`src/rtl/gcb_pkg.sv`:
```
package gcb_pkg;

    typedef enum logic [1:0] {
        ST_IDLE  = 2'd0,
        ST_ARMED = 2'd1,
        ST_RUN   = 2'd2,
        ST_FAULT = 2'd3
    } gcb_state_t;

    localparam logic [2:0] CHAIN_GCM = 3'b011;

    // Odd operating-mode values are forbidden in this chaining mode
    function automatic logic op_is_bad(input logic [1:0] op);
        return op[0];
    endfunction

endpackage

```
`src/rtl/gcb_mode_dec.sv`:
```
module gcb_mode_dec
    import gcb_pkg::*;
(
    input  logic [2:0] chain_mode,
    input  logic [1:0] op_mode,
    output logic       sel,
    output logic       bad
);

    always_comb begin
        sel = (chain_mode == CHAIN_GCM);
        bad = sel && op_is_bad(op_mode);
    end

endmodule

```
`src/rtl/gcb_fsm.sv`:
```
module gcb_fsm
    import gcb_pkg::*;
(
    input  logic       clk,
    input  logic       rst_n,
    input  logic       sel,
    input  logic       bad,
    input  logic       load_stb,
    input  logic       adv_stb,
    input  logic       stop_stb,
    output gcb_state_t state,
    output logic       take_load,
    output logic       take_adv
);

    gcb_state_t state_q, state_d;

    always_ff @(posedge clk or negedge rst_n) begin
        if (!rst_n) state_q <= ST_IDLE;
        else        state_q <= state_d;
    end

    always_comb begin
        state_d = state_q;
        unique case (state_q)
            ST_IDLE: begin
                if (bad)                 state_d = ST_FAULT;
                else if (sel && load_stb) state_d = ST_ARMED;
            end
            ST_ARMED, ST_RUN: begin
                if (!sel)          state_d = ST_IDLE;
                else if (bad)      state_d = ST_FAULT;
                else if (stop_stb) state_d = ST_IDLE;
                else if (adv_stb)  state_d = ST_RUN;
            end
            ST_FAULT: begin
                if (!bad) state_d = ST_IDLE;
            end
            default: state_d = ST_IDLE;
        endcase
    end

    always_comb begin
        take_load = 1'b0;
        take_adv  = 1'b0;
        unique case (state_q)
            ST_IDLE:         take_load = sel && !bad && load_stb;
            ST_ARMED, ST_RUN: take_adv = sel && !bad && !stop_stb && adv_stb;
            ST_FAULT:        ;
            default:         ;
        endcase
    end

    assign state = state_q;

endmodule

```
`src/rtl/gcb_word_bank.sv`:
```
module gcb_word_bank #(
    parameter int WORD_W  = 32,
    parameter int N_WORDS = 4,
    localparam int BLK_W  = WORD_W * N_WORDS
) (
    input  logic             clk,
    input  logic             rst_n,
    input  logic             ld,
    input  logic             inc,
    input  logic [BLK_W-1:0] ld_blk,
    output logic [BLK_W-1:0] blk
);

    for (genvar i = 0; i < N_WORDS; i++) begin : g_word
        logic [WORD_W-1:0] q;
        if (i == 0) begin : g_ctr
            // Counter field: only this word steps, and it wraps on its own width
            always_ff @(posedge clk or negedge rst_n) begin
                if (!rst_n)   q <= '0;
                else if (ld)  q <= ld_blk[i*WORD_W +: WORD_W];
                else if (inc) q <= q + 1'b1;
            end
        end else begin : g_fixed
            always_ff @(posedge clk or negedge rst_n) begin
                if (!rst_n)  q <= '0;
                else if (ld) q <= ld_blk[i*WORD_W +: WORD_W];
            end
        end
        assign blk[i*WORD_W +: WORD_W] = q;
    end

endmodule

```
`src/rtl/gcm_ctrblk_gen.sv`:
```
module gcm_ctrblk_gen
    import gcb_pkg::*;
#(
    parameter int WORD_W = 32,
    localparam int BLK_W = 4 * WORD_W
) (
    input  logic              clk,
    input  logic              rst_n,
    input  logic [2:0]        chain_mode,
    input  logic [1:0]        op_mode,
    input  logic              load_stb,
    input  logic              adv_stb,
    input  logic              stop_stb,
    input  logic [WORD_W-1:0] word3_in,
    input  logic [WORD_W-1:0] word2_in,
    input  logic [WORD_W-1:0] word1_in,
    input  logic [WORD_W-1:0] word0_in,
    output logic [BLK_W-1:0]  ctr_blk,
    output logic              ctr_valid,
    output logic              mode_err
);

    logic       sel, bad, take_load, take_adv;
    gcb_state_t state;
    logic [BLK_W-1:0] blk_q;

    gcb_mode_dec u_dec (
        .chain_mode (chain_mode),
        .op_mode    (op_mode),
        .sel        (sel),
        .bad        (bad)
    );

    gcb_fsm u_fsm (
        .clk       (clk),
        .rst_n     (rst_n),
        .sel       (sel),
        .bad       (bad),
        .load_stb  (load_stb),
        .adv_stb   (adv_stb),
        .stop_stb  (stop_stb),
        .state     (state),
        .take_load (take_load),
        .take_adv  (take_adv)
    );

    gcb_word_bank #(.WORD_W(WORD_W), .N_WORDS(4)) u_bank (
        .clk    (clk),
        .rst_n  (rst_n),
        .ld     (take_load),
        .inc    (take_adv),
        .ld_blk ({word3_in, word2_in, word1_in, word0_in}),
        .blk    (blk_q)
    );

    always_comb begin
        ctr_valid = (state == ST_ARMED) || (state == ST_RUN);
        mode_err  = (state == ST_FAULT);
        ctr_blk   = ctr_valid ? blk_q : '0;
    end

endmodule

```
`config.mk`:
```
export PLATFORM = sky130hd
export DESIGN_NAME = gcm_ctrblk_gen
export DESIGN_NICKNAME = d
export VERILOG_FILES = /design/src/rtl/gcb_pkg.sv /design/src/rtl/gcb_mode_dec.sv /design/src/rtl/gcb_fsm.sv /design/src/rtl/gcb_word_bank.sv /design/src/rtl/gcm_ctrblk_gen.sv
export SDC_FILE = /design/constraint.sdc
export NUM_CORES = 1
export LEC_CHECK = 0
export CAP_MARGIN = 20
export CELL_PAD_IN_SITES_DETAIL_PLACEMENT = 1
export CELL_PAD_IN_SITES_GLOBAL_PLACEMENT = 2
export CORE_ASPECT_RATIO = 2
export CORE_UTILIZATION = 21
export DETAILED_ROUTE_END_ITERATION = 16
export PLACE_DENSITY_LB_ADDON = 0.08
export SLEW_MARGIN = 10
export SYNTH_ARGS = -nofsm -noshare
export SYNTH_HDL_FRONTEND = slang
export SYNTH_SLANG_ARGS = --single-unit
```
`constraint.sdc`:
```
create_clock -name clk -period 2.4 [get_ports clk]
set_input_delay 0.36 -clock clk [delete_from_list [all_inputs] [get_ports clk]]
set_output_delay 0.36 -clock clk [all_outputs]
set_load 0.01 [all_outputs]
```
## Yosys cells after proc, flatten, opt, wreduce, memory -nomap -nowiden

Cells that the tools add are included.

| word-level totals | value |
|---|---|
| bits in registers | 130 |
| input bits | 138 |
| output and inout bits | 130 |
| logic and storage cells | 39 |

| operators by class | value |
|---|---|
| add/subtract/negate cells | 1 |
| equality and inequality tests | 7 |
| multiplexer cells | 13 |
| reduce and logical (&&, ||, !) cells | 13 |

Operator list:

| operator | number |
|---|---|
| $mux 128 | 1 |
| $mux 32 | 2 |
| $add 32x1->32 const B | 1 |
| $mux 2 | 7 |
| $logic_and 1x1->1 | 6 |
| $pmux 2 s3 | 1 |
| $ne 5x5->1 const B | 1 |
| $eq 2x2->1 const B | 2 |
| $eq 3x2->1 const B | 1 |
| $ne 3x1->1 const B | 1 |
| $reduce_and 3->1 | 1 |
| $eq 2x1->1 const B | 1 |
| $logic_not 1->1 | 2 |
| $logic_not 2->1 | 1 |
| $mux 1 | 2 |
| $ne 2x2->1 const B | 1 |
| $reduce_bool 2->1 | 1 |
| $reduce_or 2->1 | 1 |
| $logic_or 1x1->1 | 1 |

## Logic depth before layout (Yosys ltp)

| depth | value |
|---|---|
| word-level depth | 9 |
| mapped depth | 9 |
| depth with buffers taken out | 7 |

## Modules after synthesis

Synthesis repeated with hierarchy kept, for this count alone.

| second synthesis, totals | value |
|---|---|
| cells, all modules | 579 |
| area, all modules | 6,480.0 µm² |

By module, submodules not included:

| module | instances | cells an instance | area an instance (µm²) | seq. area each (µm²) |
|---|---|---|---|---|
| gcb_word_bank | 1 | 413 | 5,375.2 | 3,203.1 |
| gcm_ctrblk_gen | 1 | 143 | 888.4 | 0.0 |
| gcb_fsm | 1 | 21 | 196.4 | 50.0 |
| gcb_mode_dec | 1 | 2 | 20.0 | 0.0 |

## Least setup slack after synthesis

OpenSTA, ideal clock, no wires.

| timing | value |
|---|---|
| kind | reg-to-reg |
| from | register u_fsm.state_q[0] (netlist: u_fsm.state[0]) |
| to | register u_bank.g_word[0].q[28] |
| library setup time | 0.082 ns |
| arrival | 2.322 ns |
| data required time | 2.318 ns |
| path slack | -0.003 ns |
| stages on the path, launching flop included | 8 |
| buffers on the path | 0 |
| period minus slack after synthesis | 2.403 ns |
| cells stage by stage | dfrtp_1 inv_1 ha_1 and4bb_4 nand4_4 or3_4 or4_1 a31oi_1 |

| between the ends | value |
|---|---|
| longest elaborated chain between the ends | 4 |
| elaborated cells on any way between the ends | 8 |
| classes of those cells | eq/ne: 2; mux: 3; reduce/logical: 3 |

RTL lines:

| item | line | text |
|---|---|---|
| start, declared | gcb_fsm.sv:16 | `gcb_state_t state_q, state_d;` |
| start signal, assigned | gcb_fsm.sv:20 | `else state_q <= state_d;` |
| $eq 2x1->1 / $eq 2x2->1 (equally long branches) | gcb_fsm.sv:46 | `unique case (state_q)` |
| $reduce_or 2->1 | gcb_fsm.sv:46 |  |
| $mux 1 | gcb_fsm.sv:46 |  |
| $reduce_bool 2->1 (no source line) | -- |  |
| end signal, assigned | gcb_word_bank.sv:20 | `else if (ld) q <= ld_blk[i*WORD_W +: WORD_W];` |
| end signal, assigned | gcb_word_bank.sv:21 | `else if (inc) q <= q + 1'b1;` |
| end, declared | gcb_word_bank.sv:15 | `logic [WORD_W-1:0] q;` |

Several ways; a longest one is shown, not always the timed one.
A chain may end at the register's enable or synchronous reset.

## Worst setup path in the final report

| timing | value |
|---|---|
| from | register u_fsm.state_q[0] (netlist: u_fsm.state[0]) |
| to | output port ctr_blk[9] |

| between the ends | value |
|---|---|
| longest elaborated chain between the ends | 3 |
| elaborated cells on any way between the ends | 4 |
| classes of those cells | eq/ne: 2; mux: 1; reduce/logical: 1 |

RTL lines:

| item | line | text |
|---|---|---|
| $eq 2x1->1 / $eq 2x2->1 (equally long branches) | gcm_ctrblk_gen.sv:57 | `ctr_valid = (state == ST_ARMED) \|\| (state == ST_RUN);` |
| $logic_or 1x1->1 * | gcm_ctrblk_gen.sv:57 |  |
| $mux 128 * | gcm_ctrblk_gen.sv:59 | `ctr_blk = ctr_valid ? blk_q : '0;` |
| end, declared | gcm_ctrblk_gen.sv:18 | `output logic [BLK_W-1:0] ctr_blk,` |

Mark *: on every way between the ends. The rest lies on a longest branch, timed or not.

==> out/results.md <==
| Result | Reported |
|---|---|
| Count of buffers inserted at the top-level ports | 266 |
| Final number of hold-violating endpoints | 0 |
| Placement Rows | 90 |
| Num CTS Buffers | 17 |
| Area occupied by multi-input gates | 3060 um2 |
| Slew at the pin closest to its max-slew limit | 0.379 ns |
| Endpoint kind of the worst setup timing path | output port |
| Highest net fanout along the worst path | 12 |
| Type of the most critical hold path | in -> async |
| Cell type with the largest total area after synthesis | dfrtp_1 |
| Critical path required time | 2.04 ns |
| Worst reg2reg path endpoint | u_bank.g_word[0].q[28] |
| Final weighted congestion in routability-driven placement | 0.733 |
| Register-to-Register Path Depth | 7 |
| Fraction of final layout cells sized beyond drive strength 1 | 11.4% |
| Via Count | 6253 |
| Antenna viol nets, final | 0 |
| Die height | 250 um |
| Post-layout min period | 2.32 ns |
| Clock latency at the later pin of the worst-skew pair | 0.44 ns |
| FILL cells | 3558 |
| Net count of the mapped netlist | 928 |
| TritonCTS clock tree | built |
| Startpoint types | register |
| Leading cell types by total area after synthesis | dfrtp_1, nand2_1, and2_1 |
| Maximum frequency from static timing analysis | 432 MHz |
| Number of H-tree levels | 4 |
| Ys async rst share | 100% |
| Area taken by flip-flops and latches | 3250 um2 |
| Reg clk slew, reported paths | 0.06 ns |
| Total die area | 31600 um2 |
| Die X | 126 um |
| Library cells used by synthesis | 38 |
| Share of the clock period used by the worst path after layout | 96.6% |
| Pins over their slew limit | 0 |
| Run status | finished clean |
| Predominant post-synthesis flop cell | dfrtp_1 |
| Number of enable-type register cells in the synthesized netlist | 0 |
| Synthesized area divided by synthesized cell count | 8.25 um2 |
| Fraction of post-synthesis cell area in the top cell type by area | 50.2% |
| Core area | 30300 um2 |
| Summed instance area of the synthesized netlist | 6480 um2 |
| Cells after Synth | 786 |
| Most frequent cell after synthesis | nand2_1 |
| Number of antenna violations at the first check in global routing | 2 |
| Maximum number of pins on one net before global-route repair | 56 |
| Final sum of negative setup slack | 0 ns |
| Detailed-placement wirelength estimate | 17.9 mm |
| Layout overhead on the synthesized area | 62.9% |
| Initial standard-cell utilization of the core | 21.4% |
| Critical register-to-register path startpoint | u_fsm.state[0] |
| Critical path class | reg -> out |
| Final wirelength | 25.8 mm |
| GRT Util Overall | 17.1% |
| DRC violation count after routing | 0 |
| CTS root buf | clkbuf_16 |
| Power per Cell Area | 1120 nW/um2 |
| Reg-to-reg setup timing slack | 0.10 ns |
| Fin nets | 1212 |
| Routed WL per cell | 17.7 um |
| Yosys reg bits | 130 |
| Overflow left after global routing | 0 |
| Leading cell types by count after synthesis | nand2_1, and2_1, dfrtp_1, clkbuf_1, o21ai_0 |
| Vias in the first global route | 6837 |
| Peak supply drop | 654 uV |
| Setup violations, final | 0 |
| DRT Pass-1 Iters | 4 |
| Global-route wire length before repair | 40.1 mm |
| Leakage | 5.13 nW |
| Synth Warn # | 0 |
| Worst Hold Margin | 0.379 ns |
| Sequential share of the synthesized area | 50.2% |
| Via density per instance | 4.30 |
| Max Cap Violations | 0 |
| Worst slew margin relative to its limit | 74.6% |
| Worst path arrival time | 1.96 ns |
| CTS max path bufs | 2 |
| I/O pin total | 268 |
| Total number of clock tree sinks | 130 |
| Initial drt markers | 111 |
| Setup skew after layout | 0.00803 ns |
state kept, by name, indices dropped and copies added, names as in the netlist:
signal and cells:
u_fsm.state 2, u_bank.g_word.q 128
cell type report:
cell class | count | area share [%]
diodes | 2 | 0.0474
clock buffers | 20 | 4.23
clock inverters | 12 | 1.96
inverters | 3 | 0.107
multi-input cells | 607 | 29.0
flip-flops and latches | 130 | 30.8
well taps | 368 | 4.36
repair buffers | 311 | 29.5
power by group:
group          internal (mW)  leakage, nW  switching, mW
sequential              3.18         1.68          0.651
combinational           2.59         3.14           2.47
clock                   1.87        0.303           1.07
total                   7.65         5.13           4.19
worst max-delay path: stages, from the launching register on:
cell           delay (ns)
dfrtp_1              0.38
inv_2                0.09
ha_4                 0.23
buf_4                0.15
buf_12               0.13
buf_16               0.14
and2_1               0.13
dlygate4sd2_1        0.27
through the flow:
step           cells  utilization (%)  worst slack [ns]  area [um2]  total power [mW]
2_1_floorplan    786                -            0.0267        6480              6.02
3_3_place_gp    1407             32.5           -0.0950        9860              9.01
3_5_place_dp    1407             32.5           -0.0976        9860              9.07
4_1_cts         1449             34.9          -0.00228       10600              12.2
5_1_grt         1452             34.8           -0.0123       10600              12.8
6_report        1453             34.9            0.0826       10600              11.8
cell families (layout without fill, tap and decap cells):
kind of cell             count (synthesis)  in the layout  synth area share, %
AND/OR/NAND/NOR                        532            532                 38.6
flip-flops                             130            130                 50.2
buffers and inverters                   49            346                 2.97
AO/OA/AOI/OAI                           41             41                 3.34
XOR/XNOR                                29             29                 3.92
adder cells (fa/ha/maj)                  4              4                0.772
multiplexers                             1              1                0.154
other                                    0              2                    0
layout by cell type (no fill, tap or decap), drive strengths merged, types with 7 or more instances in the layout:
| cell | n |
|---|---|
| nand2 | 332 |
| clkdlybuf4s50 | 136 |
| and2 | 130 |
| dfrtp | 130 |
| dlygate4sd2 | 71 |
| buf | 55 |
| clkdlybuf4s15 | 42 |
| o21ai | 31 |
| clkbuf | 26 |
| xor2 | 20 |
| nor2 | 13 |
| nand3 | 12 |
| nand4 | 10 |
| xnor2 | 9 |
| and3 | 7 |
how the worst max path moves through the flow:
stage                        start                      to  slack, ns
finish              u_fsm.state[0]              ctr_blk[9]       0.08
CTS                 u_fsm.state[0]              ctr_blk[0]     -0.002
floorplan           u_fsm.state[0]  u_bank.g_word[0].q[28]       0.03
global placement        op_mode[0]  u_bank.g_word[0].q[28]      -0.09
detailed placement      op_mode[0]  u_bank.g_word[0].q[28]       -0.1
global route        u_fsm.state[0]              ctr_blk[9]      -0.01
per-layer routing:
layer / share of wire (%) / global-route usage, %
met1: 36 / 17.0
met4: 2.0 / 5.96
met2: 56 / 32.7
met3: 6.2 / 5.30
met5: 0 / 0
what timing repair did:
item	4_1_cts	5_1_grt
endpoints found under the hold margin	30	0
gates cloned	3	0
buffers inserted	6	3
hold buffers	1	0
setup endpoints to repair	129	62
gates resized for setup	232	10
pin swaps	1	1
Power figures use the tool's default switching activity.
